$ cat src/rtl/irq_level_ctrl.sv
module irq_level_ctrl #(
  parameter int NCPU = 4,
  parameter int AW   = 5
) (
  input  logic              clk,
  input  logic              rst_n,
  input  logic              wr_en,
  input  logic [AW-1:0]     addr,
  input  logic [31:0]       wdata,
  output logic [31:0]       rdata,
  input  logic [31:0]       dev_irq,
  input  logic [NCPU-1:0]   cpu_tick,
  output logic [4*NCPU-1:0] cpu_pil
);
  localparam int TW = (NCPU > 1) ? $clog2(NCPU) : 1;
  localparam logic [31:0] MASK_IMPL = 32'hF87F_FFFF;
  localparam logic [31:0] SRC_IMPL  = 32'h787F_FFFF;
  localparam logic [31:0] PC_IMPL   = 32'hFFFE_0080;
  localparam int A_PEND = 0, A_MASK = 1, A_MSET = 2, A_MCLR = 3, A_TGT = 4, PC_BASE = 8;

  function automatic logic [3:0] bus_lvl(input int n);
    return (n == 0) ? 4'd2 : 4'(2 * n + 1);
  endfunction

  function automatic logic [3:0] src_lvl(input int i);
    case (i)
      30, 29, 28, 27: return 4'd15;
      22: return 4'd11;
      21: return 4'd9;
      20: return 4'd8;
      19: return 4'd10;
      18: return 4'd4;
      17: return 4'd13;
      16: return 4'd6;
      15, 14: return 4'd12;
      default: return (i >= 7 && i <= 13) ? bus_lvl(i - 7) : (i <= 6) ? bus_lvl(i) : 4'd0;
    endcase
  endfunction

  logic [31:0]   mask_q;
  logic [TW-1:0] tgt_q;
  logic [31:0]   soft_q [NCPU];
  logic [31:0]   pend, act;
  logic [15:0]   g_hit;

  assign pend = dev_irq & SRC_IMPL;
  assign act  = pend & ~mask_q & {32{~mask_q[31]}};

  always_comb begin
    g_hit = '0;
    for (int i = 0; i < 31; i++)
      if (act[i]) g_hit[src_lvl(i)] = 1'b1;
  end

  always_ff @(posedge clk) begin
    if (!rst_n) begin
      mask_q <= MASK_IMPL;
      tgt_q  <= '0;
    end else if (wr_en) begin
      if (addr == AW'(A_MSET)) mask_q <= mask_q | (wdata & MASK_IMPL);
      if (addr == AW'(A_MCLR)) mask_q <= mask_q & ~wdata;
      if (addr == AW'(A_TGT))  tgt_q  <= wdata[TW-1:0];
    end
  end

  always_comb begin
    rdata = '0;
    case (addr)
      AW'(A_PEND): rdata = pend;
      AW'(A_MASK): rdata = mask_q;
      AW'(A_TGT):  rdata = 32'(tgt_q);
      default: ;
    endcase
    for (int c = 0; c < NCPU; c++)
      if (addr == AW'(PC_BASE + 4 * c)) rdata = soft_q[c];
  end

  generate
    for (genvar c = 0; c < NCPU; c++) begin : g_cpu
      logic [15:0] hit;
      logic [3:0]  pil_d;

      assign hit = (g_hit & {16{tgt_q == TW'(c)}})
                 | {soft_q[c][31:17], 1'b0}
                 | {1'b0, soft_q[c][7] & cpu_tick[c], 14'd0};

      always_comb begin
        pil_d = '0;
        for (int l = 1; l < 16; l++)
          if (hit[l]) pil_d = 4'(l);
      end

      always_ff @(posedge clk) begin
        if (!rst_n) begin
          soft_q[c]        <= '0;
          cpu_pil[4*c +: 4] <= '0;
        end else begin
          cpu_pil[4*c +: 4] <= pil_d;
          if (wr_en && addr == AW'(PC_BASE + 4 * c + 1)) soft_q[c] <= soft_q[c] | (wdata & PC_IMPL);
          if (wr_en && addr == AW'(PC_BASE + 4 * c + 2)) soft_q[c] <= soft_q[c] & ~wdata;
        end
      end

      a_r4_master_blocks: assert property (@(posedge clk) disable iff (!rst_n)
        (mask_q[31] && soft_q[c][31:17] == '0 && !(soft_q[c][7] && cpu_tick[c]))
        |=> cpu_pil[4*c +: 4] == 4'd0);

      a_r10_not_target: assert property (@(posedge clk) disable iff (!rst_n)
        (tgt_q != TW'(c) && soft_q[c][31:17] == '0 && !(soft_q[c][7] && cpu_tick[c]))
        |=> cpu_pil[4*c +: 4] == 4'd0);

      a_r8_soft15_top: assert property (@(posedge clk) disable iff (!rst_n)
        soft_q[c][31] |=> cpu_pil[4*c +: 4] == 4'd15);
    end
  endgenerate

  a_r2_set_masks: assert property (@(posedge clk) disable iff (!rst_n)
    (wr_en && addr == AW'(A_MSET)) |=> (mask_q & $past(wdata & MASK_IMPL)) == $past(wdata & MASK_IMPL));

  a_r3_clear_unmasks: assert property (@(posedge clk) disable iff (!rst_n)
    (wr_en && addr == AW'(A_MCLR)) |=> (mask_q & $past(wdata)) == 32'd0);

  a_r3_other_cycles_hold: assert property (@(posedge clk) disable iff (!rst_n)
    !(wr_en && (addr == AW'(A_MSET) || addr == AW'(A_MCLR))) |=> $stable(mask_q));
endmodule

$ cat config.mk
export PLATFORM = sky130hd
export DESIGN_NAME = irq_level_ctrl
export DESIGN_NICKNAME = d
export VERILOG_FILES = /design/src/rtl/irq_level_ctrl.sv
export SDC_FILE = /design/constraint.sdc
export NUM_CORES = 1
export LEC_CHECK = 0
export BUFFER_PORTS_ARGS = -buffer_cell sky130_fd_sc_hd__buf_2
export CELL_PAD_IN_SITES_DETAIL_PLACEMENT = 1
export CELL_PAD_IN_SITES_GLOBAL_PLACEMENT = 1
export CORE_MARGIN = 4
export CORE_UTILIZATION = 45
export CTS_CLUSTER_SIZE = 25
export DETAILED_ROUTE_END_ITERATION = 8
export GPL_TIMING_DRIVEN = 0
export PLACE_DENSITY_LB_ADDON = 0.1
export SLEW_MARGIN = 10
export SYNTH_ARGS = -nofsm -noshare
export SYNTH_HDL_FRONTEND = slang
export SYNTH_SLANG_ARGS = --single-unit
$ cat constraint.sdc
create_clock -name clk -period 3 [get_ports clk]
set_clock_uncertainty 0.1 [all_clocks]
set_input_delay 0.15 -clock clk [delete_from_list [all_inputs] [get_ports clk]]
set_output_delay 0.15 -clock clk [all_outputs]
set_load 0.02 [all_outputs]
**Yosys cells after proc, flatten, opt, wreduce, memory -nomap -nowiden**

Memories as Yosys holds them, arrays and structs flattened.
Cells that the tools add are included.

- Add/sub/neg operators: 0
- $mul: 0
- Divide/modulo/power cells: 0
- Magnitude comparators: 62
- Equal/unequal tests: 19
- Shift operators: 0
- Multiplexer cells: 224
- Bitwise gates (word level): 69
- Reduce and logical (&&, ||, !) cells: 44

Operators with widths:

| cell | number |
|---|---|
| bitwise OR 16 bit | 34 |
| 2-to-1 mux 16 bit | 31 |
| 2-to-1 mux 32 bit | 14 |
| 2-to-1 mux 4 bit | 87 |
| bitwise AND 32 bit | 5 |
| bitwise OR 32 bit | 5 |
| < comparator 4 x 5 -> 1 bit, second input constant | 31 |
| demux 1 bit (select 4 bit) | 31 |
| greater-or-equal comparator 4 x 1 -> 1 bit, second input constant | 31 |
| case mux 32 bit (3 select lines) | 1 |
| bitwise AND 16 bit | 4 |
| bitwise OR 16 x 15 -> 16 bit | 4 |
| bitwise AND 31 bit | 2 |
| 2-to-1 mux 1 bit | 60 |
| logical AND 1 bit | 39 |
| NOT 32 bit | 1 |
| NOT 31 bit | 1 |
| equality test 5 x 4 -> 1 bit, second input constant | 6 |
| equality test 5 bit, second input constant | 6 |
| equality test 5 x 2 -> 1 bit, second input constant | 2 |
| bitwise OR 1 bit | 8 |
| equality test 5 x 1 -> 1 bit, second input constant | 1 |
| equality test 5 x 3 -> 1 bit, second input constant | 1 |
| logical NOT 5 bit | 1 |
| 7 further kinds | 12 |

- Register bits: 50
- Latch bits: 0
- RAM bits: 128
- Bits in read-only memories: 0
- Memories kept: 1

Memories:

| memory | depth | bits a word | rd ports | clocked after memory_dff | wr ports | RTL line | source |
|---|---|---|---|---|---|---|---|
| soft_q | 4 | 32 | 4 | 0 | 4 | 42 | `logic [31:0] soft_q [NCPU];` |

**Longest topological paths before layout**

Gate-level depths: netlist (run 1).

- Depth in word-level cells: 87
- Mapped depth: 8

**Worst setup path before layout (run 1)**

OpenSTA, ideal clock, no wires.

- Path type: in2reg
- From: input port addr[3]
- To: memory soft_q[0][17], enable pin
- Arrival: 1908 ps
- Required time: 2489 ps
- Slack: 580 ps
- Stages on the path: 3
- Path buffers: 1
- Path through: buf_2 or3b_1 o21ai_0

RTL lines:

| what | RTL line | source |
|---|---|---|
| start, declared | 8 | `input logic [AW-1:0] addr,` |
| end, declared | 42 |  |

**Worst setup path after layout (run 1)**

- From: input port addr[0]
- To: output port rdata[17]

- Word-level cells in the longest chain between the ends: 6
- Elaborated cells on any way between the ends: 12

Ends and longest elaborated chain:

| what | RTL line | source |
|---|---|---|
| equality test 5 x 3 -> 1 bit (tied with other cells) | 68 | `case (addr)` |
| case mux 32 bit (3 select lines) | 68 |  |
| 2-to-1 mux 32 bit (3 in a row) | 75 | `if (addr == AW'(PC_BASE + 4 * c)) rdata = soft_q[c];` |
| 2-to-1 mux 32 bit * | 75 |  |
| end, declared | 10 | `output logic [31:0] rdata,` |

Every way passes the cells marked *; elsewhere a longest branch is shown, timed or not.

==> impl_metrics.py, run 1 <==
metrics = {
    "setup_path": {
        "cp.arrival_ps": 2480,
        "reg2reg_to": "cpu_pil[2]",
        "crit_path_start_kind": "primary input",
        "reg2reg_depth": 6,
        "cp.required_ps": 2750,
        "cp_max_fo": 10,
        "r2r_slack_ps": 280,
        "crit_end": "rdata[17]",
        "end_kind": "primary output",
        "critical_path_class": "in2out",
        "worstSetupStartpoint": "addr[0]",
    },
    "sta": {
        "relSlewSlack_pct": 12.11,
        "max_clock_freq_mhz": 366.9,
        "slew_violations": 0,
        "hold_viol": 0,
        "setup_slack_ps": 274.6,
        "worst-slew-pin-transition_ps": 1318,
        "grt_setup_unrepaired": "no",
        "setup_viol": 0,
        "min_period_over_period_pct": 90.85,
        "period_minus_slack_ps": 2725,
    },
    "die": {
        "io_pins": 124,
        "die_y_um": 153.0,
        "coreArea_mm2": 0.02043,
        "core.rowCount": 52,
        "die_area_mm2": 0.02340,
        "start_util_pct": 46.29,
        "die_w_um": 153.0,
    },
    "global_routing": {
        "antenna_found_initial": 0,
        "gr-usage-all-layers_pct": 33.12,
        "grt_max_degree": 20,
        "grt_pass1_wl_mm": 58.86,
        "grt_overflow": 0,
        "grt_pass1_vias": 9418,
    },
    "cts": {
        "clock-sinks": 178,
        "clock_latency_ps": 440,
        "clk_pin_slew_ps": 80,
        "htreeDepth": 4,
        "cts_buffers": 17,
        "cts-root-buf": "clkbuf_16",
        "clk_path_buf_depth": 2,
        "cts_resized": 0,
        "cts_tree": "built",
    },
    "power_and_ir_drop": {
        "p_total_mw": 5.742,
        "p_leak_nw": 4.265,
        "cellPowerDensity_mw_per_mm2": 504.9,
        "peakVddDrop_mv": 0.3668,
    },
    "synthesis": {
        "synthFlopType": "edfxtp_1",
        "ys_warn_count": 0,
        "synth.area.top_cells": "edfxtp_1 (41%), dfxtp_1 (11%), o21ai_0 (5.7%)",
        "synth_seq_cells": 178,
        "ys_seq_area_share_pct": 51.22,
        "ys_async_sr_fraction_pct": 0,
        "synthesis.instances": 983,
        "synth_top_cell_by_area": "edfxtp_1",
        "synth.distinct_cells": 60,
        "synth_edf_count": 128,
        "syn_nets": 1059,
        "syn_avg_cell_area_um2": 9.621,
        "syn_area_mm2": 0.009458,
        "synth_top_area_share_pct": 40.64,
    },
    "placement": {
        "pre_cts_ws_ps": -81.10,
        "dpl.hpwl_mm": 28.50,
        "gp_congestion": 0.9948,
        "portBuffers": 116,
        "post_dp_cell_area_mm2": 0.01047,
    },
    "routing": {
        "route.detailed.drc": 0,
        "drt-pass1-iter-count": 5,
        "drt_wl_total_mm": 39.27,
        "post_drt_wl_per_cell_um": 27.40,
        "antenna_left": 0,
        "vias": 9205,
        "drt_iter0_drc": 991,
        "viasPerCell": 6.424,
    },
    "run_status": {
        "status": "finished clean",
    },
    "final_layout": {
        "drive_gt1_share_pct": 16.51,
        "nets": 1226,
        "fin_area_mm2": 0.01137,
        "fillers": 2370,
        "diodes": 0,
        "area_delta_synth_final_pct": 20.24,
        "final_cell_mix": "buf_2 (128), edfxtp_1 (128), nor2_1 (124)",
    },
    "min_path": {
        "worstHoldPathType": "in2reg",
    },
    "run": {
        "drv_cap": 0,
    },
}
## worst min-delay path by stage
stage | slack, ps | end | start | depth (start not counted)
6_report | 8 | register | wdata[30] | 3
5_1_grt | 3 | register | wdata[30] | 3
4_1_cts | 2 | soft_q[2][28] | wdata[28] | 2
3_5_place_dp | 330 | mask_q[24] | mask_q[24] | 2
3_3_place_gp | 320 | mask_q[24] | mask_q[24] | 2
2_1_floorplan | 150 | mask_q[25] | addr[0] | 1
## worst max-delay path: stages
cell	delay, ps
buf_2	180
or2_1	220
buf_2	180
nor2_2	570
clkbuf_1	600
a22oi_1	220
nand2_1	160
buf_2	180
## cell type report
type	count	area (µm²)	share of cell area [%]
flip-flops and latches	178	4845	42.60
multi-input cells	734	4302	37.83
repair buffers	148	953.4	8.384
clock buffers	17	425.4	3.741
well taps	270	337.8	2.971
plain buffers	55	262.8	2.310
clock inverters	15	186.4	1.639
inverters	16	60.06	0.5281
## kinds of logic (layout without fill, tap and decap cells)
kind of cell    Yosys count  count (layout)  synth area share, %
compound gates          359             359                25.28
simple gates            375             375                20.08
flops                   178             178                51.22
buf+inv                  71             251                3.413
## layer usage
| layer | vias up | global-route usage, % | wire, µm |
|---|---|---|---|
| met5 | - | 0 | 0 |
| met4 | 0 | 8.061 | 831 |
| met3 | 54 | 9.528 | 3738 |
| met2 | 435 | 51.97 | 17990 |
| met1 | 4659 | 45.69 | 16710 |
| li1 | 4057 | - | - |
## power breakdown
group / total (mW) / switching, mW / internal, mW
sequential: 2.81 / 0.0890 / 2.72
combinational: 0.582 / 0.380 / 0.202
clock: 2.35 / 1.15 / 1.21
total: 5.74 / 1.62 / 4.13
## Yosys cell counts (all sizes together) (5+ instances only)
master	number
a211oi	35
a21o	6
a21oi	63
a221oi	26
a22o	26
a22oi	38
a31oi	11
buf	22
clkbuf	33
dfxtp	50
edfxtp	128
inv	16
nand2	106
nand2b	27
nand3	9
nor2	125
nor2b	8
nor3	12
nor3b	66
nor4	5
o21a	11
o21ai	111
## through the flow
step / TNS (ps) / instances / util (%) / hold WS [ps]
floorplan: 0 / 983 / - / 147.9
global placement: -40290 / 1369 / 50.79 / 319.8
detailed placement: -1281 / 1372 / 51.25 / 325.2
CTS: 0 / 1433 / 55.67 / 1.825
global route: 0 / 1433 / 55.67 / 3.111
finish: 0 / 1433 / 55.67 / 8.024
## what timing repair did
action | CTS | global route
endpoints found under the hold margin | 70 | 0
endpoints found under the setup margin | 0 | 0
buffers inserted | 0 | 0
hold buffers | 29 | 0
Power figures use the tool's default switching activity.
==> inputs of run 2 (changes only) <==
--- a/config.mk
+++ b/config.mk
@@ -9,7 +9,7 @@
 export CELL_PAD_IN_SITES_DETAIL_PLACEMENT = 1
 export CELL_PAD_IN_SITES_GLOBAL_PLACEMENT = 1
 export CORE_MARGIN = 4
-export CORE_UTILIZATION = 45
+export CORE_UTILIZATION = 41
 export CTS_CLUSTER_SIZE = 25
 export DETAILED_ROUTE_END_ITERATION = 8
 export GPL_TIMING_DRIVEN = 0
==> constraint.sdc (replaced) <==
create_clock -name clk -period 2.2 [get_ports clk]
set_clock_uncertainty 0.1 [all_clocks]
set_input_delay 0.11 -clock clk [delete_from_list [all_inputs] [get_ports clk]]
set_output_delay 0.11 -clock clk [all_outputs]
set_load 0.02 [all_outputs]
==> impl_metrics.py, run 2 (synthesis gave the netlist of run 1 again) <==
metrics = {
    "power_and_ir_drop": {
        "peakVddDrop_mv": 0.4534,
        "p_sw_share_pct": 29.04,
        "p_sw_mw": 2.260,
        "p_total_mw": 7.784,
        "p_clk_share_pct": 40.3,
        "p_int_mw": 5.523,
        "cellPowerDensity_mw_per_mm2": 670.7,
        "p_comb_share_pct": 10.5,
        "p_leak_nw": 4.365,
        "seq_power_share_pct": 49.1,
    },
    "die": {
        "die_area_mm2": 0.02556,
        "die_w_um": 159.9,
        "die_y_um": 159.9,
        "coreArea_mm2": 0.02264,
        "start_util_pct": 41.77,
        "io_pins": 124,
        "core.rowCount": 55,
    },
    "cts": {
        "clk_pin_slew_ps": 80,
        "clock_latency_ps": 440,
        "clk_path_buf_depth": 2,
        "cts_buffers": 17,
        "htreeDepth": 4,
        "cts_tree": "built",
        "clock-sinks": 178,
        "cts-root-buf": "clkbuf_16",
    },
    "placement": {
        "dpl.hpwl_mm": 28.36,
        "gp_congestion": 0.9877,
        "portBuffers": 116,
    },
    "final_layout": {
        "final_cell_mix": "buf_2 (128), edfxtp_1 (128), nor2_1 (120)",
        "diodes": 0,
        "nets": 1240,
        "area_delta_synth_final_pct": 22.70,
        "drive_gt1_share_pct": 19.54,
    },
    "routing": {
        "route.detailed.drc": 0,
        "vias": 9227,
        "drt_iter0_drc": 1069,
        "viasPerCell": 6.311,
        "antenna_left": 0,
        "post_drt_wl_per_cell_um": 26.91,
        "drt-pass1-iter-count": 5,
        "drt_wl_total_mm": 39.35,
    },
    "run_status": {
        "status": "finished clean",
    },
    "sta": {
        "setup_viol": 0,
        "relSlewSlack_pct": 35.43,
        "min_period_over_period_pct": 99.25,
        "fin_tns_setup_ps": 0,
        "hold_viol": 0,
        "slew_violations": 0,
        "period_minus_slack_ps": 2184,
        "worst-slew-pin-transition_ps": 968.5,
        "max_clock_freq_mhz": 458.0,
    },
    "global_routing": {
        "gr-usage-all-layers_pct": 30.31,
        "grt_max_degree": 20,
        "antenna_found_initial": 0,
        "grt_pass1_wl_mm": 58.81,
        "grt_overflow": 0,
        "grt_pass1_vias": 9137,
    },
    "setup_path": {
        "cp.required_ps": 2460,
        "end_kind": "register",
        "reg2reg_depth": 6,
        "critical_path_class": "reg2reg",
        "cp.arrival_ps": 2440,
        "crit_path_start_kind": "register",
        "cp_max_fo": 4,
    },
    "min_path": {
        "worstHoldPathType": "in2reg",
        "min_delay_path_depth": 3,
    },
    "run": {
        "drv_cap": 0,
    },
}
[run 2: area by class of cell]
class | instances | area [µm²]
timing repair buffer | 162 | 1066
clock inverter | 15 | 171.4
fill | 2593 | 11040
multi-input combinational | 734 | 4392
inverter | 16 | 60.06
clock buffer | 17 | 425.4
buffer | 55 | 287.8
tap | 285 | 356.6
sequential | 178 | 4846
[run 2: metrics by stage]
step | hold WS, ps | area [µm²] | instances | util, % | worst slack, ps
after floorplan | 107.9 | 9458 | 983 | - | 21.14
after global placement | 291.0 | 10400 | 1384 | 45.91 | -1616
after detailed placement | 295.5 | 10480 | 1387 | 46.27 | -876.8
after CTS | 1.260 | 11520 | 1461 | 50.90 | 0.7228
after global routing | 32.80 | 11600 | 1462 | 51.26 | -1.788
final | 27.13 | 11600 | 1462 | 51.26 | 16.49
[run 2: worst paths after layout]
path,from,endpoint,slack (ps)
setup / recovery,register,cpu_pil[5],20
hold / removal,wdata[27],register,30
hold reg to reg,register,register,450
setup reg to reg,register,cpu_pil[5],20
[run 2: power groups by stage]
stage          combinational [mW]  clock [mW]  sequential (mW)
4_1_cts                     0.802        3.15             3.82
3_3_place_gp                0.721           0             3.89
6_report                    0.821        3.14             3.82
3_5_place_dp                0.747           0             3.89
2_1_floorplan               0.360           0             3.87
5_1_grt                     0.881        3.30             3.83
[run 2: per-layer routing]
layer,vias to the layer above,routed length [µm],GRT usage (%)
li1,4087,-,-
met1,4608,17330,44.56
met2,470,17570,46.05
met3,62,3536,4.800
met4,0,907,9.699
met5,-,0,0
[run 2: critical path, cell delays in order (launching register included)]
cell and delay [ps]:
dfxtp_1 370, nand2b_1 260, nand3_1 320, a211oi_4 410
o31ai_1 220, a21o_1 250, a21oi_1 170
[run 2: repair_timing]
item                                   CTS  global route
endpoints found under the hold margin  120             0
cloned                                   0             0
setup buffers                            5             1
setup endpoints to repair              125           138
pin swaps                                2             1
hold buffers                            37             0
gates resized for setup                 21            28
==> inputs of run 3 (changes only) <==
--- a/config.mk
+++ b/config.mk
@@ -6,10 +6,10 @@
 export NUM_CORES = 1
 export LEC_CHECK = 0
 export BUFFER_PORTS_ARGS = -buffer_cell sky130_fd_sc_hd__buf_2
-export CELL_PAD_IN_SITES_DETAIL_PLACEMENT = 1
-export CELL_PAD_IN_SITES_GLOBAL_PLACEMENT = 1
+export CELL_PAD_IN_SITES_DETAIL_PLACEMENT = 2
+export CELL_PAD_IN_SITES_GLOBAL_PLACEMENT = 2
 export CORE_MARGIN = 4
-export CORE_UTILIZATION = 41
+export CORE_UTILIZATION = 33
 export CTS_CLUSTER_SIZE = 25
 export DETAILED_ROUTE_END_ITERATION = 8
 export GPL_TIMING_DRIVEN = 0
==> impl_metrics.py, run 3 (synthesis gave the netlist of run 1 again) <==
metrics = {
    "final_layout": {
        "diodes": 0,
        "nets": 1240,
        "finish.utilization_pct": 42.27,
        "final_common_cell": "edfxtp_1",
        "area_delta_synth_final_pct": 25.19,
        "final_cells": 1555,
        "final_cell_mix": "edfxtp_1 (128), buf_2 (124), nor2_1 (120)",
        "drive_gt1_share_pct": 19.97,
    },
    "die": {
        "start_util_pct": 33.77,
        "coreArea_mm2": 0.02801,
        "die_w_um": 177.3,
        "die_y_um": 177.3,
        "io_pins": 124,
        "core.rowCount": 61,
        "die_area_mm2": 0.03143,
    },
    "setup_path": {
        "cp.required_ps": 2430,
        "critical_path_class": "reg2reg",
        "end_kind": "register",
        "crit_path_start_kind": "register",
        "reg2reg_depth": 8,
        "cp_max_fo": 10,
        "cp.arrival_ps": 2500,
    },
    "placement": {
        "gp_congestion": 0.9579,
        "dpl.hpwl_mm": 31.37,
        "placed_cells": 1480,
        "portBuffers": 116,
    },
    "routing": {
        "vias": 9300,
        "post_drt_wl_per_cell_um": 28.19,
        "route.detailed.drc": 0,
        "antenna_left": 0,
        "drt_wl_total_mm": 43.84,
        "drt_iter0_drc": 817,
        "drt-pass1-iter-count": 5,
        "viasPerCell": 5.981,
    },
    "cts": {
        "htreeDepth": 4,
        "cts_tree": "built",
        "clk_path_buf_depth": 2,
        "cts-root-buf": "clkbuf_16",
        "clk_pin_slew_ps": 70,
        "cts_buffers": 17,
        "clock_latency_ps": 450,
        "clock-sinks": 178,
    },
    "sta": {
        "period_minus_slack_ps": 2267,
        "setup_viol": 1,
        "slew_violations": 0,
        "min_period_over_period_pct": 103.0,
        "relSlewSlack_pct": 31.87,
        "hold_viol": 0,
        "fin_tns_setup_ps": -67.03,
        "worst-slew-pin-transition_ps": 1022,
        "max_clock_freq_mhz": 441.1,
        "setup_slack_ps": -67.03,
        "holdWs_ps": 69.97,
        "grt_setup_unrepaired": "yes",
    },
    "power_and_ir_drop": {
        "peakVddDrop_mv": 0.4025,
        "cellPowerDensity_mw_per_mm2": 662.7,
        "p_leak_nw": 4.416,
    },
    "global_routing": {
        "grt_pass1_wl_mm": 63.62,
        "gr-usage-all-layers_pct": 27.73,
        "grt_overflow": 0,
        "grt_max_degree": 20,
        "grt_pass1_vias": 9450,
        "antenna_found_initial": 0,
    },
    "run": {
        "drv_cap": 0,
    },
    "run_status": {
        "status": "finished, violations left",
        "violations": "negative setup slack",
    },
    "min_path": {
        "worstHoldPathType": "in2reg",
        "min_delay_path_depth": 4,
    },
}
run 3: cell types whose count changed in the layout (fill, tap and decap cells not counted), sizes merged:
cell / before / now
clkinv: 8 / 7
inv: 21 / 24
dlygate4sd3: 37 / 38
buf: 147 / 145
clkinvlp: 2 / 0
clkbuf: 50 / 51
run 3: routing by layer:
layer | up-vias | part of all wire, % | wire length (µm) | track usage (%)
met3 | 40 | 5.6 | 2442 | 3.387
li1 | 4091 | - | - | -
met2 | 311 | 47 | 20420 | 44.41
met5 | - | 0 | 0 | 0
met4 | 0 | 1.7 | 749 | 7.638
met1 | 4858 | 46 | 20230 | 39.80
run 3: final timing paths:
check / startpoint / endpoint / slack (ps)
max: tgt_q[0] / cpu_pil[5] / -70
min: wr_en / tgt_q[1] / 70
max reg2reg: tgt_q[0] / cpu_pil[5] / -70
min reg2reg: register / register / 450
run 3: power breakdown:
group          switching [mW]  internal, mW  total, mW
sequential              0.119          3.70       3.82
clock                    1.64          1.53       3.17
combinational           0.559         0.294      0.853
run 3: cell type report:
cell class / instances / area, µm²
repair buffers: 164 / 1084
fillers: 3028 / 16170
flip-flops and latches: 178 / 4846
well taps: 378 / 473.0
multi-input cells: 734 / 4481
clock inverters: 15 / 166.4
inverters: 16 / 60.06
clock buffers: 17 / 425.4
plain buffers: 53 / 305.3
run 3: worst max-delay path, cell delays in order (launching register included):
cell,delay (ps)
dfxtp_1,320
buf_6,160
and2b_4,210
and2b_1,200
buf_6,160
a211oi_4,350
o31ai_1,200
a21o_1,210
a21oi_1,250
run 3: repair_timing:
item	in CTS	in global routing
setup endpoints to repair	127	123
setup buffers	4	3
endpoints found under the hold margin	114	0
resized for setup	41	33
pin swaps	3	2
hold buffers	38	0
run 3: through the flow:
stage | cell area [µm²] | setup slack [ps] | total power [mW]
2_1_floorplan | 9458 | 21.14 | 4.228
3_3_place_gp | 10510 | -1749 | 4.637
3_5_place_dp | 10590 | -963.7 | 4.665
4_1_cts | 11710 | 8.866 | 7.858
5_1_grt | 11840 | -50.86 | 8.085
6_report | 11840 | -67.03 | 7.846
